`src/rtl/fdp_pkg.sv`:
```
package fdp_pkg;

    typedef enum logic [2:0] {
        ST_IDLE,
        ST_RD_FIRST,
        ST_RD_SECOND,
        ST_CHECK,
        ST_RE_FIRST,
        ST_RE_SECOND,
        ST_RE_CHECK,
        ST_WR_RESET
    } poll_state_e;

    typedef enum logic [1:0] {
        RES_NONE,
        RES_OK,
        RES_FAIL,
        RES_TIMEOUT
    } poll_result_e;

endpackage

```
`src/rtl/fdp_bit_sampler.sv`:
```
// Holds the toggle bit of the first read of a pair, then registers whether
// the second read differed and what its fail bit was.
module fdp_bit_sampler (
    input  logic clk,
    input  logic rst_n,
    input  logic take_first,
    input  logic take_second,
    input  logic tog_in,
    input  logic fail_in,
    output logic toggled,
    output logic fail_seen
);
    logic first_q;
    logic tog_q;
    logic fail_q;

    always_ff @(posedge clk) begin
        if (!rst_n) begin
            first_q <= 1'b0;
            tog_q   <= 1'b0;
            fail_q  <= 1'b0;
        end else begin
            if (take_first) begin
                first_q <= tog_in;
            end
            if (take_second) begin
                tog_q  <= first_q ^ tog_in;
                fail_q <= fail_in;
            end
        end
    end

    assign toggled   = tog_q;
    assign fail_seen = fail_q;

endmodule

```
`src/rtl/fdp_pair_counter.sv`:
```
// Counts normal read pairs that ended toggling with the fail bit clear.
// at_limit is high while the next such pair would reach the budget.
module fdp_pair_counter #(
    parameter int CNT_W = 16
) (
    input  logic             clk,
    input  logic             rst_n,
    input  logic             clear,
    input  logic [CNT_W-1:0] limit_in,
    input  logic             bump,
    output logic             at_limit
);
    logic [CNT_W-1:0] count_q;
    logic [CNT_W-1:0] limit_q;
    logic [CNT_W:0]   count_plus;

    always_ff @(posedge clk) begin
        if (!rst_n) begin
            count_q <= '0;
            limit_q <= '0;
        end else if (clear) begin
            count_q <= '0;
            limit_q <= limit_in;
        end else if (bump && (count_q != {CNT_W{1'b1}})) begin
            count_q <= count_q + 1'b1;
        end
    end

    assign count_plus = {1'b0, count_q} + {{CNT_W{1'b0}}, 1'b1};
    assign at_limit   = (limit_q != '0) && (count_plus >= {1'b0, limit_q});

endmodule

```
`src/rtl/flash_done_poller.sv`:
```
module flash_done_poller
    import fdp_pkg::*;
#(
    parameter int                ADDR_W     = 24,
    parameter int                DATA_W     = 8,
    parameter int                CNT_W      = 16,
    parameter int                TOGGLE_BIT = 6,
    parameter int                FAIL_BIT   = 5,
    parameter logic [DATA_W-1:0] RESET_CMD  = DATA_W'(8'hF0)
) (
    input  logic              clk,
    input  logic              rst_n,
    input  logic              start,
    input  logic              abort,
    input  logic [ADDR_W-1:0] poll_addr,
    input  logic [CNT_W-1:0]  max_polls,
    output logic              busy,
    output logic              done,
    output logic              fail,
    output logic              timeout,
    output logic              rd_req,
    output logic              wr_req,
    output logic [ADDR_W-1:0] addr,
    output logic [DATA_W-1:0] wdata,
    input  logic [DATA_W-1:0] rdata,
    input  logic              ack
);
    poll_state_e       state_q, state_d;
    poll_result_e      result_q, result_d;
    logic [ADDR_W-1:0] addr_q;

    logic launch;
    logic take_first;
    logic take_second;
    logic toggled;
    logic fail_seen;
    logic at_limit;
    logic bump;
    logic unused_rdata_bits;

    assign unused_rdata_bits = ^rdata;

    assign launch      = (state_q == ST_IDLE) && start;
    assign take_first  = ack && ((state_q == ST_RD_FIRST)  || (state_q == ST_RE_FIRST));
    assign take_second = ack && ((state_q == ST_RD_SECOND) || (state_q == ST_RE_SECOND));
    assign bump        = (state_q == ST_CHECK) && toggled && !fail_seen;

    fdp_bit_sampler u_sampler (
        .clk         (clk),
        .rst_n       (rst_n),
        .take_first  (take_first),
        .take_second (take_second),
        .tog_in      (rdata[TOGGLE_BIT]),
        .fail_in     (rdata[FAIL_BIT]),
        .toggled     (toggled),
        .fail_seen   (fail_seen)
    );

    fdp_pair_counter #(
        .CNT_W (CNT_W)
    ) u_pairs (
        .clk      (clk),
        .rst_n    (rst_n),
        .clear    (launch),
        .limit_in (max_polls),
        .bump     (bump),
        .at_limit (at_limit)
    );

    // Next state and result
    always_comb begin
        state_d  = state_q;
        result_d = result_q;
        if (abort && (state_q != ST_IDLE)) begin
            state_d  = ST_IDLE;
            result_d = RES_NONE;
        end else begin
            unique case (state_q)
                ST_IDLE: begin
                    if (start) begin
                        state_d  = ST_RD_FIRST;
                        result_d = RES_NONE;
                    end
                end
                ST_RD_FIRST: begin
                    if (ack) state_d = ST_RD_SECOND;
                end
                ST_RD_SECOND: begin
                    if (ack) state_d = ST_CHECK;
                end
                ST_CHECK: begin
                    if (!toggled) begin
                        state_d  = ST_IDLE;
                        result_d = RES_OK;
                    end else if (fail_seen) begin
                        state_d = ST_RE_FIRST;
                    end else if (at_limit) begin
                        state_d  = ST_IDLE;
                        result_d = RES_TIMEOUT;
                    end else begin
                        state_d = ST_RD_FIRST;
                    end
                end
                ST_RE_FIRST: begin
                    if (ack) state_d = ST_RE_SECOND;
                end
                ST_RE_SECOND: begin
                    if (ack) state_d = ST_RE_CHECK;
                end
                ST_RE_CHECK: begin
                    if (!toggled) begin
                        state_d  = ST_IDLE;
                        result_d = RES_OK;
                    end else begin
                        state_d = ST_WR_RESET;
                    end
                end
                ST_WR_RESET: begin
                    if (ack) begin
                        state_d  = ST_IDLE;
                        result_d = RES_FAIL;
                    end
                end
            endcase
        end
    end

    // State register
    always_ff @(posedge clk) begin
        if (!rst_n) begin
            state_q  <= ST_IDLE;
            result_q <= RES_NONE;
            addr_q   <= '0;
        end else begin
            state_q  <= state_d;
            result_q <= result_d;
            if (launch) begin
                addr_q <= poll_addr;
            end
        end
    end

    // Outputs
    always_comb begin
        rd_req  = 1'b0;
        wr_req  = 1'b0;
        wdata   = '0;
        addr    = addr_q;
        busy    = (state_q != ST_IDLE);
        done    = (result_q != RES_NONE);
        fail    = (result_q == RES_FAIL) || (result_q == RES_TIMEOUT);
        timeout = (result_q == RES_TIMEOUT);
        unique case (state_q)
            ST_RD_FIRST, ST_RD_SECOND, ST_RE_FIRST, ST_RE_SECOND: rd_req = 1'b1;
            ST_WR_RESET: begin
                wr_req = 1'b1;
                wdata  = RESET_CMD;
            end
            ST_IDLE, ST_CHECK, ST_RE_CHECK: ;
        endcase
    end

endmodule

```
`config.mk`:
```
export PLATFORM = sky130hd
export DESIGN_NAME = flash_done_poller
export DESIGN_NICKNAME = d
export VERILOG_FILES = /design/src/rtl/fdp_pkg.sv /design/src/rtl/fdp_bit_sampler.sv /design/src/rtl/fdp_pair_counter.sv /design/src/rtl/flash_done_poller.sv
export SDC_FILE = /design/constraint.sdc
export NUM_CORES = 1
export LEC_CHECK = 0
export BUFFER_PORTS_ARGS = -buffer_cell sky130_fd_sc_hd__buf_2
export CORE_ASPECT_RATIO = 0.8
export CORE_MARGIN = 3
export CORE_UTILIZATION = 40
export CTS_CLUSTER_SIZE = 40
export DETAILED_ROUTE_END_ITERATION = 12
export PLACE_DENSITY = 0.61
export SLEW_MARGIN = 20
export SYNTH_ARGS = -nofsm -noshare
export SYNTH_HDL_FRONTEND = slang
export SYNTH_SLANG_ARGS = --single-unit
```
`constraint.sdc`:
```
create_clock -name clk -period 4.4 [get_ports clk]
set_input_delay 0.44 -clock clk [delete_from_list [all_inputs] [get_ports clk]]
set_output_delay 0.44 -clock clk [all_outputs]
set_load 0.01 [all_outputs]
```
---- After elaboration in Yosys (flattened, before gate mapping) ----
Index checks and enable logic that the tools add are counted.
operators by class
  $lt $le $gt $ge ......................... 1
  multiplexer cells ....................... 21
  bitwise operators ....................... 2
  reduce and logical (&&, ||, !) cells .... 22
  equality and inequality tests ........... 19
  add/sub/neg operators ................... 2
operators with widths
  cell                     count
  $mux W3                  9
  $pmux W3 S8              1
  $add A16 B1 Y17 const B  1
  $ge A17 B16 Y1           1
  $add A16 B1 Y16 const B  1
  $ne A16 B16 Y1 const B   1
  $reduce_bool A16 Y1      1
  $ne A2 B2 Y1 const B     7
  $eq A3 B3 Y1 const B     4
  $mux W2                  6
  $reduce_and A6 Y1        2
  $logic_and A1 B1 Y1      8
  $mux W8                  1
  $pmux W2 S4              1
  $eq A3 B2 Y1 const B     2
  $ne A3 B3 Y1 const B     2
  $eq A2 B2 Y1 const B     2
  $reduce_bool A4 Y1       1
  $reduce_or A2 Y1         2
  $reduce_or A4 Y1         1
  $eq A3 B1 Y1 const B     1
  $logic_not A3 Y1         1
  $logic_or A1 B1 Y1       3
  $mux W1                  3
  5 further kinds          5
storage, ports and cells
  input bits .............................. 53
  output and inout bits ................... 38
  flip-flop bits (word level) ............. 64
  logic and storage cells ................. 75

---- Logic depth before layout (Yosys ltp) ----
  word-level depth ........................ 7
  depth in mapped cells ................... 13
  mapped depth without buffers ............ 13

---- Modules after synthesis ----
Synthesis repeated with hierarchy kept, for this count alone.
unflattened totals
  cell total of the unflattened synthesis .. 433
  area total of the unflattened synthesis .. 3718.6 um^2
modules (own cells, without submodules)
  module             area each (um^2)  cells each  times used  sequential area each (um^2)
  fdp_pair_counter   2177.1            246         1           640.6
  flash_done_poller  1430.1            177         1           580.6
  fdp_bit_sampler    111.4             10          1           60.1

---- Worst setup path before layout ----
No wires, ideal clock.
  path type ............................... register to register
  start point ............................. register u_pairs.count_q[0]
  end point ............................... register result_q[1]
  clock period less this slack ............ 3121 ps
  stages on the path, launching flop included .. 13
  required time ........................... 4278 ps
  path slack .............................. 1279 ps
  setup time .............................. 122 ps
  buffers on the path ..................... 0
  arrival ................................. 2999 ps
  cell sequence ........................... dfxtp_1 ha_1 nand3_1 or3_1 nor2_1 nand3_1 xnor2_1 ha_1 a21o_1 a21o_1 a211o_1 o21a_1 o311a_1
between the ends
  longest elaborated chain between the ends .. 5
RTL lines
  what                         line                      source
  start: declaration           fdp_pair_counter.sv:13    logic [CNT_W-1:0] count_q;
  start signal: assignment     fdp_pair_counter.sv:25    count_q <= count_q + 1'b1;
  $add A16 B1 Y17              fdp_pair_counter.sv:29    assign count_plus = {1'b0, count_q} + {{CNT_W{1'b0}}, 1'b1};
  net u_pairs.count_plus[14]   fdp_pair_counter.sv:15    logic [CNT_W:0] count_plus;
  $ge A17 B16 Y1               fdp_pair_counter.sv:30    assign at_limit = (limit_q != '0) && (count_plus >= {1'b0, limit_q});
  $logic_and A1 B1 Y1          fdp_pair_counter.sv:30
  $ne A3 B3 Y1 (no line)       n/a
  $reduce_and A6 Y1 (no line)  n/a
  end signal: assignment       flash_done_poller.sv:136  result_q <= result_d;
  end: declaration             flash_done_poller.sv:29   poll_result_e result_q, result_d;
The timed path passes the listed nets, and every way through them passes these cells.
A chain may end at the register's enable or synchronous reset.

---- Worst setup path after layout ----
  start point ............................. register u_pairs.count_q[0]
  end point ............................... register result_q[0]
The elaborated chain is that of the path after synthesis.

==> impl_metrics.tcl <==
set metrics [dict create \
    status "completed" \
    crit_path_max_fanout 5 \
    yosysSeqAreaShare 0.3709 \
    cts_setup_buffers 0 \
    r2r-start "u_pairs.count_q[0]" \
    reg2reg_to "result_q[0]" \
    max_freq_mhz 278.1 \
    synth.distinct_cells 44 \
    period_share 0.8172 \
    nets 575 \
    p_per_area_mw_per_mm2 371.3 \
    grt_first_pass_wirelength_mm 13.55 \
    place_hpwl_mm 5.736 \
    drc 0 \
    reg2reg_depth 13 \
    gp_congestion 0.8231 \
    drv_cap 0 \
    crit_buf_inv 0 \
    io_buffers 80 \
    slew_viol_final 0 \
    critPathMaxStageDelay_ns 0.49 \
    fp.dieW_um 109.9 \
    numCtsBuffers 9 \
    hold_buffers 0 \
    vias 3094 \
    clk_latency_ns 0.35 \
    die_area_sq_mm 0.009794 \
    cts_max_path_buffers 2 \
    hold_class "input pin to register" \
    drt-initial-drc-count 192 \
    syn_avg_cell_area_sq_um 7.851 \
    ant_nets 0 \
    vias_per_cell 5.006 \
    syn_to_final_growth_pct 18.73 \
    path_delay_family "simple AND/OR/NAND/NOR gates" \
    critPathLaunch "u_pairs.count_q[0]" \
    fin_crit_ns 3.596 \
    setup_viol_count_final 0 \
    critPathArrivalTime_ns 3.82 \
    rows 29 \
    ys.flop_type "dfxtp_1" \
    holdWs_ns 0.3221 \
    cts.sinks 64 \
    cts_tree "yes" \
    hp-start "poll_addr[4]" \
    min_to "addr[4]" \
    start_util 0.4231 \
    rsz0062_at_grt "false" \
    htreeDepth 3 \
    critPathKind "register to register" \
    design_area_sq_mm 0.004101 \
    async_flop_share 0 \
    tightestPinTransition_ns 0.7285 \
    crit_required_ns 4.62 \
    antenna_found_initial 0 \
    ys_ff_latch 64 \
    diodes 0 \
    whs_path_depth 3 \
    start_kind "register" \
    finClkSkew_ns 0.01022 \
    clkSlewWorstSetupHoldPaths_ns 0.08 \
    core_area_sq_mm 0.008164 \
    dpl-instance-area_sq_mm 0.003847 \
    wl_per_cell_um 12.91 \
    grt_util_all_layers 0.1754 \
    wirelength_mm 7.981 \
    syn_area_sq_mm 0.003455 \
    yosys_warnings 0 \
    synth-edff-count 0 \
    dr.pass1.iters 4 \
    die_h_um 89.12 \
    layout-drive-gt1-share 0.2098 \
    cts.repair.resized 0 \
    p_total_mw 1.523 \
    grt_pass1_vias 2983 \
    pin_count 91 \
    grt_max_degree 41 \
    cp_slowest_cell "or3_1" \
    path_cells "ha_1 > nand3_1 > or3_1 > nor2_1 > nand3_1 > xnor2_1 > ha_1 > nand3_1 > nor4_1 > a211oi_1 > nor4_1 > a211oi_1 > mux2i_1" \
    cp_common_cell "nand3_1" \
    hold_viol 0 \
    p_leak_nw 1.767 \
    grt.overflow.total 0 \
    synthCells 440 \
    fin_tns_setup_ns 0 \
    ir_worst_vdd_v 0.0001871 \
    root_buffer "clkbuf_8" \
    max-slew-margin-rel 0.5131 \
    reg2reg_slack_ns 0.80 \
    end_kind "register" \
]
-- how the worst max path moves through the flow --
stage,endpoint,slack (ns),cells after the start
floorplan,result_q[1],1.28,12
detailed placement,result_q[0],0.86,13
global placement,result_q[0],0.94,13
CTS,result_q[0],0.82,13
finish,result_q[0],0.80,13
global route,result_q[0],0.55,13
-- cell usage after synthesis (2+ instances only) --
cell type	number	area [sq um]
nand2_1	106	397.9
dfxtp_1	64	1281
a21boi_0	32	240.2
nor2_1	29	108.9
a21oi_1	24	120.1
inv_1	22	82.58
clkbuf_1	17	63.81
ha_1	17	212.7
xnor2_1	15	131.4
o21ai_0	14	70.07
xor2_1	12	105.1
buf_4	9	67.56
nand3_1	9	45.04
nand4_1	7	43.79
nor4_1	6	37.54
or3_1	6	37.54
a211oi_1	4	30.03
mux2i_1	4	40.04
nor3_1	4	20.02
a31oi_1	3	18.77
and2_1	3	18.77
buf_2	3	15.01
a21o_1	2	15.01
and4_1	2	17.52
buf_6	2	22.52
nand2b_1	2	12.51
nor2b_1	2	12.51
nor3_2	2	20.02
nor4_2	2	25.02
o21a_1	2	15.01
-- power by group --
part / switching [mW] / internal [mW]
registers: 0.0296 / 0.616
logic: 0.145 / 0.0948
clock network: 0.243 / 0.395
-- layer usage --
metal	vias up	track usage	part of all wire	wire length, um
met2	83	0.2786	0.43	3439
met3	8	0.05415	0.063	505
met1	1410	0.2314	0.50	3961
met5	-	0	0	0
met4	0	0.04757	0.0094	75
li1	1593	-	-	-
-- sequential cells by signal, summed over array words and instances (netlist names) --
| register | count |
|---|---|
| result_q | 2 |
| u_pairs.limit_q | 16 |
| u_pairs.count_q | 16 |
| addr | 24 |
| u_sampler.first_q | 1 |
| state_q | 3 |
| u_sampler.toggled | 1 |
| u_sampler.fail_seen | 1 |
-- layout by cell type, fill, tap and decap left out, types with 2 or more instances in the layout --
master | netlist | final
xnor2_1 | 15 | 15
buf_4 | 9 | 2
o21a_1 | 2 | 2
dfxtp_1 | 64 | 64
clkinv_4 | 0 | 3
mux2i_1 | 4 | 4
a21boi_0 | 32 | 32
nor2b_1 | 2 | 2
nor4_2 | 2 | 2
clkbuf_8 | 0 | 10
nand4_1 | 7 | 7
xor2_1 | 12 | 12
nor3_2 | 2 | 2
nor3_1 | 4 | 4
a21oi_1 | 24 | 24
or3_1 | 6 | 6
nand3_1 | 9 | 9
and2_1 | 3 | 3
inv_1 | 22 | 22
nor2_1 | 29 | 29
ha_1 | 17 | 17
a211oi_1 | 4 | 4
a31oi_1 | 3 | 3
nor4_1 | 6 | 6
nand2b_1 | 2 | 2
nand2_1 | 106 | 106
a21o_1 | 2 | 2
bufinv_16 | 0 | 3
buf_2 | 3 | 80
o21ai_0 | 14 | 14
and4_1 | 2 | 2
conb_1 | 1 | 4
-- cells by family after synthesis --
logic type | after synthesis | synth area share
compound gates | 87 | 0.1619
other cells | 1 | 0.001086
mux | 4 | 0.01159
fa+ha+maj | 17 | 0.06157
xor+xnor | 27 | 0.06845
simple gates | 187 | 0.2517
buf+inv | 53 | 0.07280
flops | 64 | 0.3709
-- worst min-delay path, delay by kind of cell --
kind / cells / cell delay (ns)
buffers and inverters: 1 / 0.09
AO/OA/AOI/OAI: 1 / 0.05
AND/OR/NAND/NOR: 1 / 0.04
-- stage by stage --
stage / instances / setup WS, ns / utilization
detailed placement: 602 / 0.8646 / 0.4713
global route: 618 / 0.5497 / 0.5024
floorplan: 443 / 1.279 / -
global placement: 602 / 0.9431 / 0.4713
finish: 618 / 0.8042 / 0.5024
CTS: 618 / 0.8230 / 0.5024
-- layout make-up --
type,instances,area (sq um)
Clock buffer,10,137.6
Sequential cell,64,1281
Tap cell,108,135.1
Multi-Input combinational cell,326,1933
Clock inverter,6,116.4
Inverter,22,82.58
Timing Repair Buffer,82,415.4
Fill cell,801,4063
No activity file was read; power rests on OpenSTA's default activity.
